## src/rtl/tirq_pkg.sv

```systemverilog
package tirq_pkg;
    localparam int NUM_SRC   = 5;
    localparam int SRC_OVF   = 0;
    localparam int SRC_PER   = 1;
    localparam int SRC_ALARM = 2;
    localparam int SRC_CLKRD = 3;
    localparam int SRC_READY = 4;

    typedef logic [NUM_SRC-1:0] src_vec_t;

    typedef struct packed {
        logic prev;
        logic primed;
    } edge_state_t;

    typedef struct packed {
        src_vec_t status;
        src_vec_t mask;
    } bank_state_t;
endpackage

```

## src/rtl/tirq_edge_det.sv

```systemverilog
module tirq_edge_det
    import tirq_pkg::*;
#(
    parameter bit RISING = 1'b1
) (
    input  logic clk,
    input  logic rst_n,
    input  logic sig_i,
    input  logic restart_i,
    output logic event_o
);
    edge_state_t st_d, st_q;

    always_comb begin
        st_d        = st_q;
        st_d.prev   = sig_i;
        st_d.primed = 1'b1;
        if (RISING) begin
            event_o = st_q.primed && !restart_i && sig_i && !st_q.prev;
        end else begin
            event_o = st_q.primed && !restart_i && !sig_i && st_q.prev;
        end
    end

    always_ff @(posedge clk or negedge rst_n) begin
        if (!rst_n) begin
            st_q <= '0;
        end else begin
            st_q <= st_d;
        end
    end
endmodule

```

## src/rtl/tirq_per_src.sv

```systemverilog
module tirq_per_src #(
    parameter int VEC_W = 32,
    localparam int SEL_W = $clog2(VEC_W)
) (
    input  logic             clk,
    input  logic             rst_n,
    input  logic [VEC_W-1:0] cnt_vec_i,
    input  logic [SEL_W-1:0] per_sel_i,
    output logic             event_o
);
    logic [SEL_W-1:0] sel_d, sel_q;
    logic             tap;
    logic             restart;

    always_comb begin
        sel_d   = per_sel_i;
        tap     = cnt_vec_i[per_sel_i];
        restart = (per_sel_i != sel_q);
    end

    always_ff @(posedge clk or negedge rst_n) begin
        if (!rst_n) begin
            sel_q <= '0;
        end else begin
            sel_q <= sel_d;
        end
    end

    tirq_edge_det #(.RISING(1'b1)) i_rise (
        .clk       (clk),
        .rst_n     (rst_n),
        .sig_i     (tap),
        .restart_i (restart),
        .event_o   (event_o)
    );

    // a selection change never raises a periodic event in that cycle
    assert_no_edge_on_switch_R4: assert property (@(posedge clk) disable iff (!rst_n)
        (per_sel_i != sel_q) |-> !event_o);
endmodule

```

## src/rtl/tirq_src_bank.sv

```systemverilog
module tirq_src_bank
    import tirq_pkg::*;
(
    input  logic     clk,
    input  logic     rst_n,
    input  src_vec_t event_i,
    input  src_vec_t mask_en_i,
    input  src_vec_t mask_dis_i,
    input  src_vec_t stat_clr_i,
    output src_vec_t status_o,
    output src_vec_t mask_o
);
    bank_state_t st_d, st_q;

    always_comb begin
        st_d = st_q;
        for (int i = 0; i < NUM_SRC; i++) begin
            st_d.status[i] = event_i[i] | (st_q.status[i] & ~stat_clr_i[i]);
            st_d.mask[i]   = (st_q.mask[i] | mask_en_i[i]) & ~mask_dis_i[i];
        end
    end

    always_ff @(posedge clk or negedge rst_n) begin
        if (!rst_n) begin
            st_q <= '0;
        end else begin
            st_q <= st_d;
        end
    end

    assign status_o = st_q.status;
    assign mask_o   = st_q.mask;

    // an event always leaves its status bit set, clear or not
    assert_event_sets_R9: assert property (@(posedge clk) disable iff (!rst_n)
        (event_i != '0) |=> ((status_o & $past(event_i)) == $past(event_i)));

    // a status bit only falls after a clear strobe on that bit
    assert_sticky_R8: assert property (@(posedge clk) disable iff (!rst_n)
        1'b1 |=> ((~status_o & $past(status_o) & ~$past(stat_clr_i)) == '0));

    // the mask holds when neither strobe is written
    assert_mask_hold_R7: assert property (@(posedge clk) disable iff (!rst_n)
        ((mask_en_i | mask_dis_i) == '0) |=> $stable(mask_o));
endmodule

```

## src/rtl/timer_irq_ctrl.sv

```systemverilog
module timer_irq_ctrl
    import tirq_pkg::*;
#(
    parameter int VEC_W = 32,
    localparam int SEL_W = $clog2(VEC_W)
) (
    input  logic               clk,
    input  logic               rst_n,
    input  logic               cnt_ovf_i,
    input  logic               alarm_hit_i,
    input  logic               clr_on_alarm_i,
    input  logic [VEC_W-1:0]   cnt_vec_i,
    input  logic [SEL_W-1:0]   per_sel_i,
    input  logic               clk_busy_i,
    input  logic               sync_busy_i,
    input  logic [NUM_SRC-1:0] mask_en_i,
    input  logic [NUM_SRC-1:0] mask_dis_i,
    input  logic [NUM_SRC-1:0] stat_clr_i,
    output logic [NUM_SRC-1:0] status_o,
    output logic [NUM_SRC-1:0] mask_o,
    output logic [NUM_SRC-1:0] irq_o
);
    src_vec_t events;
    logic     per_ev;
    logic     clkrd_ev;
    logic     ready_ev;

    tirq_per_src #(.VEC_W(VEC_W)) i_per (
        .clk       (clk),
        .rst_n     (rst_n),
        .cnt_vec_i (cnt_vec_i),
        .per_sel_i (per_sel_i),
        .event_o   (per_ev)
    );

    tirq_edge_det #(.RISING(1'b0)) i_clkrd (
        .clk       (clk),
        .rst_n     (rst_n),
        .sig_i     (clk_busy_i),
        .restart_i (1'b0),
        .event_o   (clkrd_ev)
    );

    tirq_edge_det #(.RISING(1'b0)) i_ready (
        .clk       (clk),
        .rst_n     (rst_n),
        .sig_i     (sync_busy_i),
        .restart_i (1'b0),
        .event_o   (ready_ev)
    );

    always_comb begin
        events            = '0;
        events[SRC_OVF]   = cnt_ovf_i | (alarm_hit_i & clr_on_alarm_i);
        events[SRC_PER]   = per_ev;
        events[SRC_ALARM] = alarm_hit_i;
        events[SRC_CLKRD] = clkrd_ev;
        events[SRC_READY] = ready_ev;
    end

    tirq_src_bank i_bank (
        .clk        (clk),
        .rst_n      (rst_n),
        .event_i    (events),
        .mask_en_i  (mask_en_i),
        .mask_dis_i (mask_dis_i),
        .stat_clr_i (stat_clr_i),
        .status_o   (status_o),
        .mask_o     (mask_o)
    );

    assign irq_o = status_o & mask_o;

    // a new clock-ready status follows a 1-to-0 busy transition
    assert_clkrd_fall_R5: assert property (@(posedge clk) disable iff (!rst_n)
        $rose(status_o[SRC_CLKRD]) |-> ($past(clk_busy_i, 2) && !$past(clk_busy_i)));

    // a new ready status follows a 1-to-0 sync busy transition
    assert_ready_fall_R6: assert property (@(posedge clk) disable iff (!rst_n)
        $rose(status_o[SRC_READY]) |-> ($past(sync_busy_i, 2) && !$past(sync_busy_i)));

    // a new overflow status has an overflow or a chained alarm one cycle back
    assert_ovf_cause_R2: assert property (@(posedge clk) disable iff (!rst_n)
        $rose(status_o[SRC_OVF]) |-> ($past(cnt_ovf_i) || ($past(alarm_hit_i) && $past(clr_on_alarm_i))));
endmodule

```

## config.mk

```make
export PLATFORM = sky130hd
export DESIGN_NAME = timer_irq_ctrl
export DESIGN_NICKNAME = d
export VERILOG_FILES = /design/src/rtl/tirq_pkg.sv /design/src/rtl/tirq_edge_det.sv /design/src/rtl/tirq_per_src.sv /design/src/rtl/tirq_src_bank.sv /design/src/rtl/timer_irq_ctrl.sv
export SDC_FILE = /design/constraint.sdc
export NUM_CORES = 1
export LEC_CHECK = 0
export BUFFER_PORTS_ARGS = -buffer_cell sky130_fd_sc_hd__buf_2
export CAP_MARGIN = 20
export CORE_MARGIN = 2
export CORE_UTILIZATION = 35
export DETAILED_ROUTE_END_ITERATION = 6
export PLACE_DENSITY_LB_ADDON = 0.12
export SYNTH_ARGS = -nofsm -noshare
export SYNTH_HDL_FRONTEND = slang
export SYNTH_SLANG_ARGS = --single-unit
```

## constraint.sdc

```tcl
create_clock -name clk -period 1.27 [get_ports clk]
set_clock_uncertainty 0.15 [all_clocks]
set_input_delay 0.0635 -clock clk [delete_from_list [all_inputs] [get_ports clk]]
set_output_delay 0.0635 -clock clk [all_outputs]
set_load 0.01 [all_outputs]
```

Word level (Yosys, flattened, before mapping)
Index checks and enable logic that the tools add are counted.

Register bits after elaboration: 19. Bits in latches: 0. Memory bits (writable): 0. Memory bits (read-only): 0. Input bits: 59. Output and inout bits: 15. Logic and storage cells: 55. Memories kept: 0.

Add/sub/neg operators: 0. Multipliers: 0. Divide/modulo/power cells: 0. $lt $le $gt $ge: 1. Equal/unequal tests: 1. Shift-type cells: 0. Muxes and demuxes: 2. Bitwise operators: 33. Reduce and logical (&&, ||, !) cells: 11.

Operators by type and width (number): AND 1 bit (11); OR 1 bit (11); NOT 1 bit (10); logical AND 1 bit (7); < comparator 5 x 6 -> 1 bit (second input constant) (1); AND 5 bit (1); binary-select mux 1 bit (select 5 bit) (1); inequality test 5 bit (1); zero test 1 bit (4); two-way mux 1 bit (1).

Longest topological paths before layout
Word-level depth: 6. Depth in mapped cells: 8. Depth with buffers taken out: 6.

Cells and area by module
Synthesis repeated with hierarchy kept, for this count alone.

Cells, all modules: 102. Area, all modules: 1089.8 um2.

Modules (own cells, without submodules): tirq_per_src (times used 1, cells an instance 53, area an instance 504.2 um2, sequential area each 125.1 um2); tirq_src_bank (times used 1, cells an instance 30, area an instance 344.1 um2, sequential area each 250.2 um2); tirq_edge_det (times used 3, cells an instance 4, area an instance 66.3 um2, sequential area each 50.0 um2); timer_irq_ctrl (times used 1, cells an instance 7, area an instance 42.5 um2, sequential area each 0.0 um2).

Worst setup path before layout
Ideal clock, no wire load.

Path kind: input-to-reg. Start: input per_sel_i[1]. End: register i_bank.st_q (netlist bit i_bank.status_o[1]). Library setup time: 0.121 ns. Arrival: 1.166 ns. Required time: 0.999 ns. Slack: -0.167 ns. Stages on the path: 8. Path buffers: 2. Cell sequence: buf_6 > buf_6 > mux2i_1 > a22oi_1 > nand3_1 > nand2_1 > a311o_1 > a22o_1.

RTL lines: start, declared (line timer_irq_ctrl.sv:13) `input logic [SEL_W-1:0] per_sel_i,`; end signal, assigned (line tirq_src_bank.sv:27) `st_q <= st_d;`; end, declared (line tirq_src_bank.sv:13) `bank_state_t st_d, st_q;`.

==> impl_metrics.ini <==
[routing]
avgRoutedWirePerCell_um = 10.4
detail-route-antenna-nets = 0
dr.pass1.iters = 3
drtIter0Drc = 17
routed_wl_um = 2450
drc = 0
viasPerCell = 4.44
vias = 1044

[finish]
syn_to_final_growth_pct = 73.9
final_cells = 235
fin_nets = 264
final_cell_mix = 73 x buf_2, 26 x dlygate4sd3_1, 19 x dfrtp_1, 16 x mux2i_1, 11 x nor2_1
diodes = 0
stdcell_area_um2 = 1730
layout_commonest_cell = buf_2
post_route_cells_drive_above_1_share_pct = 41.2

[cts]
clk_latency_ns = 0.29
clk_pin_slew_ns = 0.10
cts_tree = done
cts_root_buffer = clkbuf_4
cts_htree_levels = 1
clockBufferDepth = 2
cts.sinks = 19
numCtsBuffers = 3

[setup_path]
crit_required_ns = 1.36
critPathLaunchType = register
cpPeakStageDelay_ns = 0.39
cp.arrival_ns = 1.36
critPathSlowestCell = dfrtp_1
crit_chain = xnor2_1 -> nand4_1 -> nor4b_2 -> a22o_1
endpoint_kind = register
crit_type = reg2reg
crit_fanout = 1

[logic_synthesis]
ys_ff_latch = 19
avgSynthCellArea_um2 = 10.2
synth_area_um2 = 992
seq_area_frac_synth_pct = 47.9
synth_cell_types = 24
synth_cells = 97
syn_nets = 156
synth_warnings = 0

[timing]
min_period_ns = 1.28
maxSlewViolCount = 0
setup-violations-final = 1
fmax_ghz = 0.783
min_period_over_period_pct = 101
fin_ws_ns = -0.00717
hold_viol = 0
rsz0062_at_grt = true

[die]
num_rows = 19
die_w_um = 57.2
core_region_area_um2 = 2730
die_area_um2 = 3280
ios = 74
die_h_um = 57.2
start_util_pct = 36.3

[grt]
grt_pass1_wl_um = 4180
track_usage_pct = 16.3
grt_max_degree = 20
grt-ovfl-total = 0
antenna_found_initial = 0
grt_pass1_vias = 1071

[status]
outcome = finished with violations
violations = setup timing

[run]
maxCapViolations = 0

[worst_hold_path]
hold_path_class = in2reg

[pwr]
leakagePower_nw = 0.922
cellPowerDensity_nw_per_um2 = 761
irDropWorstVdd_uv = 883

[place]
placed_cells = 204
dpl_cell_area_um2 = 1420
dp_hpwl_um = 1750
gp_congestion = 0.774
portBuffers = 73
-- synth_stat cells --
cell	number	area, um^2
dfrtp_1	19	475
mux2i_1	16	160
nor2_1	11	41.3
nand2_1	7	26.3
and2_1	6	37.5
a21oi_1	5	25.0
inv_1	5	18.8
a22oi_1	4	30.0
xnor2_1	4	35.0
buf_6	2	22.5
nand2b_1	2	12.5
nand3_1	2	10.0
nor2b_1	2	12.5
o21ai_0	2	10.0
a211oi_1	1	7.51
a21o_1	1	7.51
a22o_1	1	8.76
a311o_1	1	10.0
conb_1	1	3.75
nand3b_1	1	7.51
nand4_1	1	6.26
nor4b_1	1	8.76
o22ai_1	1	6.26
xor2_1	1	8.76
-- metrics by stage --
stage	setup TNS, ns	power, mW	setup slack (ns)	util [%]	hold WS (ns)
finish	-0.00717	1.31	-0.00717	63.1	0.0225
global route	-0.0968	1.42	-0.0968	63.1	0.0206
global placement	-0.352	0.965	-0.257	52.1	-0.128
floorplan	-0.117	0.813	-0.117	-	-0.382
CTS	-0.0239	1.33	-0.0239	62.8	0.0135
detailed placement	-0.408	0.969	-0.286	52.1	-0.132
-- worst max-delay path, delay by kind of cell (launching register included) --
family | cells | cell delay (ns)
AO/OA/AOI/OAI | 1 | 0.15
flip-flops | 1 | 0.39
XOR/XNOR | 1 | 0.15
AND/OR/NAND/NOR | 2 | 0.38
-- flip-flops by register name, summed over array words and instances, names as in the netlist --
signal	flops
i_ready.st_q	2
i_per.i_rise.st_q	1
i_bank.status_o	5
i_bank.mask_o	5
i_clkrd.st_q	1
i_per.sel_q	5
-- report_power, final --
part	internal, mW	total, mW	leakage, nW	switching, mW
sequential	0.643	0.663	0.228	0.0205
combinational	0.215	0.355	0.676	0.140
clock	0.117	0.294	0.0177	0.177
total	0.974	1.31	0.922	0.338
-- layer usage --
layer | vias up | routed length, um | track usage [%] | share of wire (%)
met4 | 0 | 0 | 2.66 | 0
met1 | 464 | 1010 | 18.6 | 41
met3 | 0 | 149 | 5.22 | 6.1
met2 | 35 | 1290 | 30.2 | 53
li1 | 545 | - | - | -
met5 | - | 0 | 0 | 0
-- cells by family (layout without fill, tap and decap cells) --
logic type,Yosys count,in the layout,synth area share (%)
buffers and inverters,7,114,4.16
xor gates and xnor gates,5,5,4.41
DFF,19,19,47.9
AOI/OAI and AO/OA,16,16,10.6
muxes,16,16,16.1
other,1,1,0.378
and+or+nand+nor,33,33,16.4
-- what timing repair did --
item	CTS	global route
gates resized for setup	1	0
hold buffers	26	0
endpoints found under the setup margin	1	2
pin swaps	0	1
hold endpoints to repair	36	0
buffers inserted	0	1
-- path summary, 6_finish.rpt --
check                                           from  depth (start not counted)  slack [ns]                        endpoint
max                         i_per.sel_q[3]$_DFF_PN0_                          4      -0.007    i_bank.status_o[1]$_DFF_PN0_
min                                    cnt_vec_i[17]                          4        0.02  i_per.i_rise.st_q[1]$_DFF_PN0_
max reg2reg                 i_per.sel_q[3]$_DFF_PN0_                          4      -0.007    i_bank.status_o[1]$_DFF_PN0_
min reg2reg                i_ready.st_q[1]$_DFF_PN0_                          2        0.36    i_bank.status_o[4]$_DFF_PN0_
max in group asynchronous                      rst_n                          2        0.61        i_per.sel_q[2]$_DFF_PN0_
min in group asynchronous                      rst_n                          2        0.08      i_bank.mask_o[4]$_DFF_PN0_
-- area by class of cell --
| class | instances | area [um^2] |
|---|---|---|
| Fill cell | 243 | 1010 |
| Timing Repair Buffer | 105 | 683 |
| Multi-Input combinational cell | 71 | 482 |
| Sequential cell | 19 | 475 |
| Tap cell | 31 | 38.8 |
| Clock buffer | 3 | 22.5 |
| Inverter | 5 | 18.8 |
| Clock inverter | 1 | 5.00 |
Power figures use the tool's default switching activity.
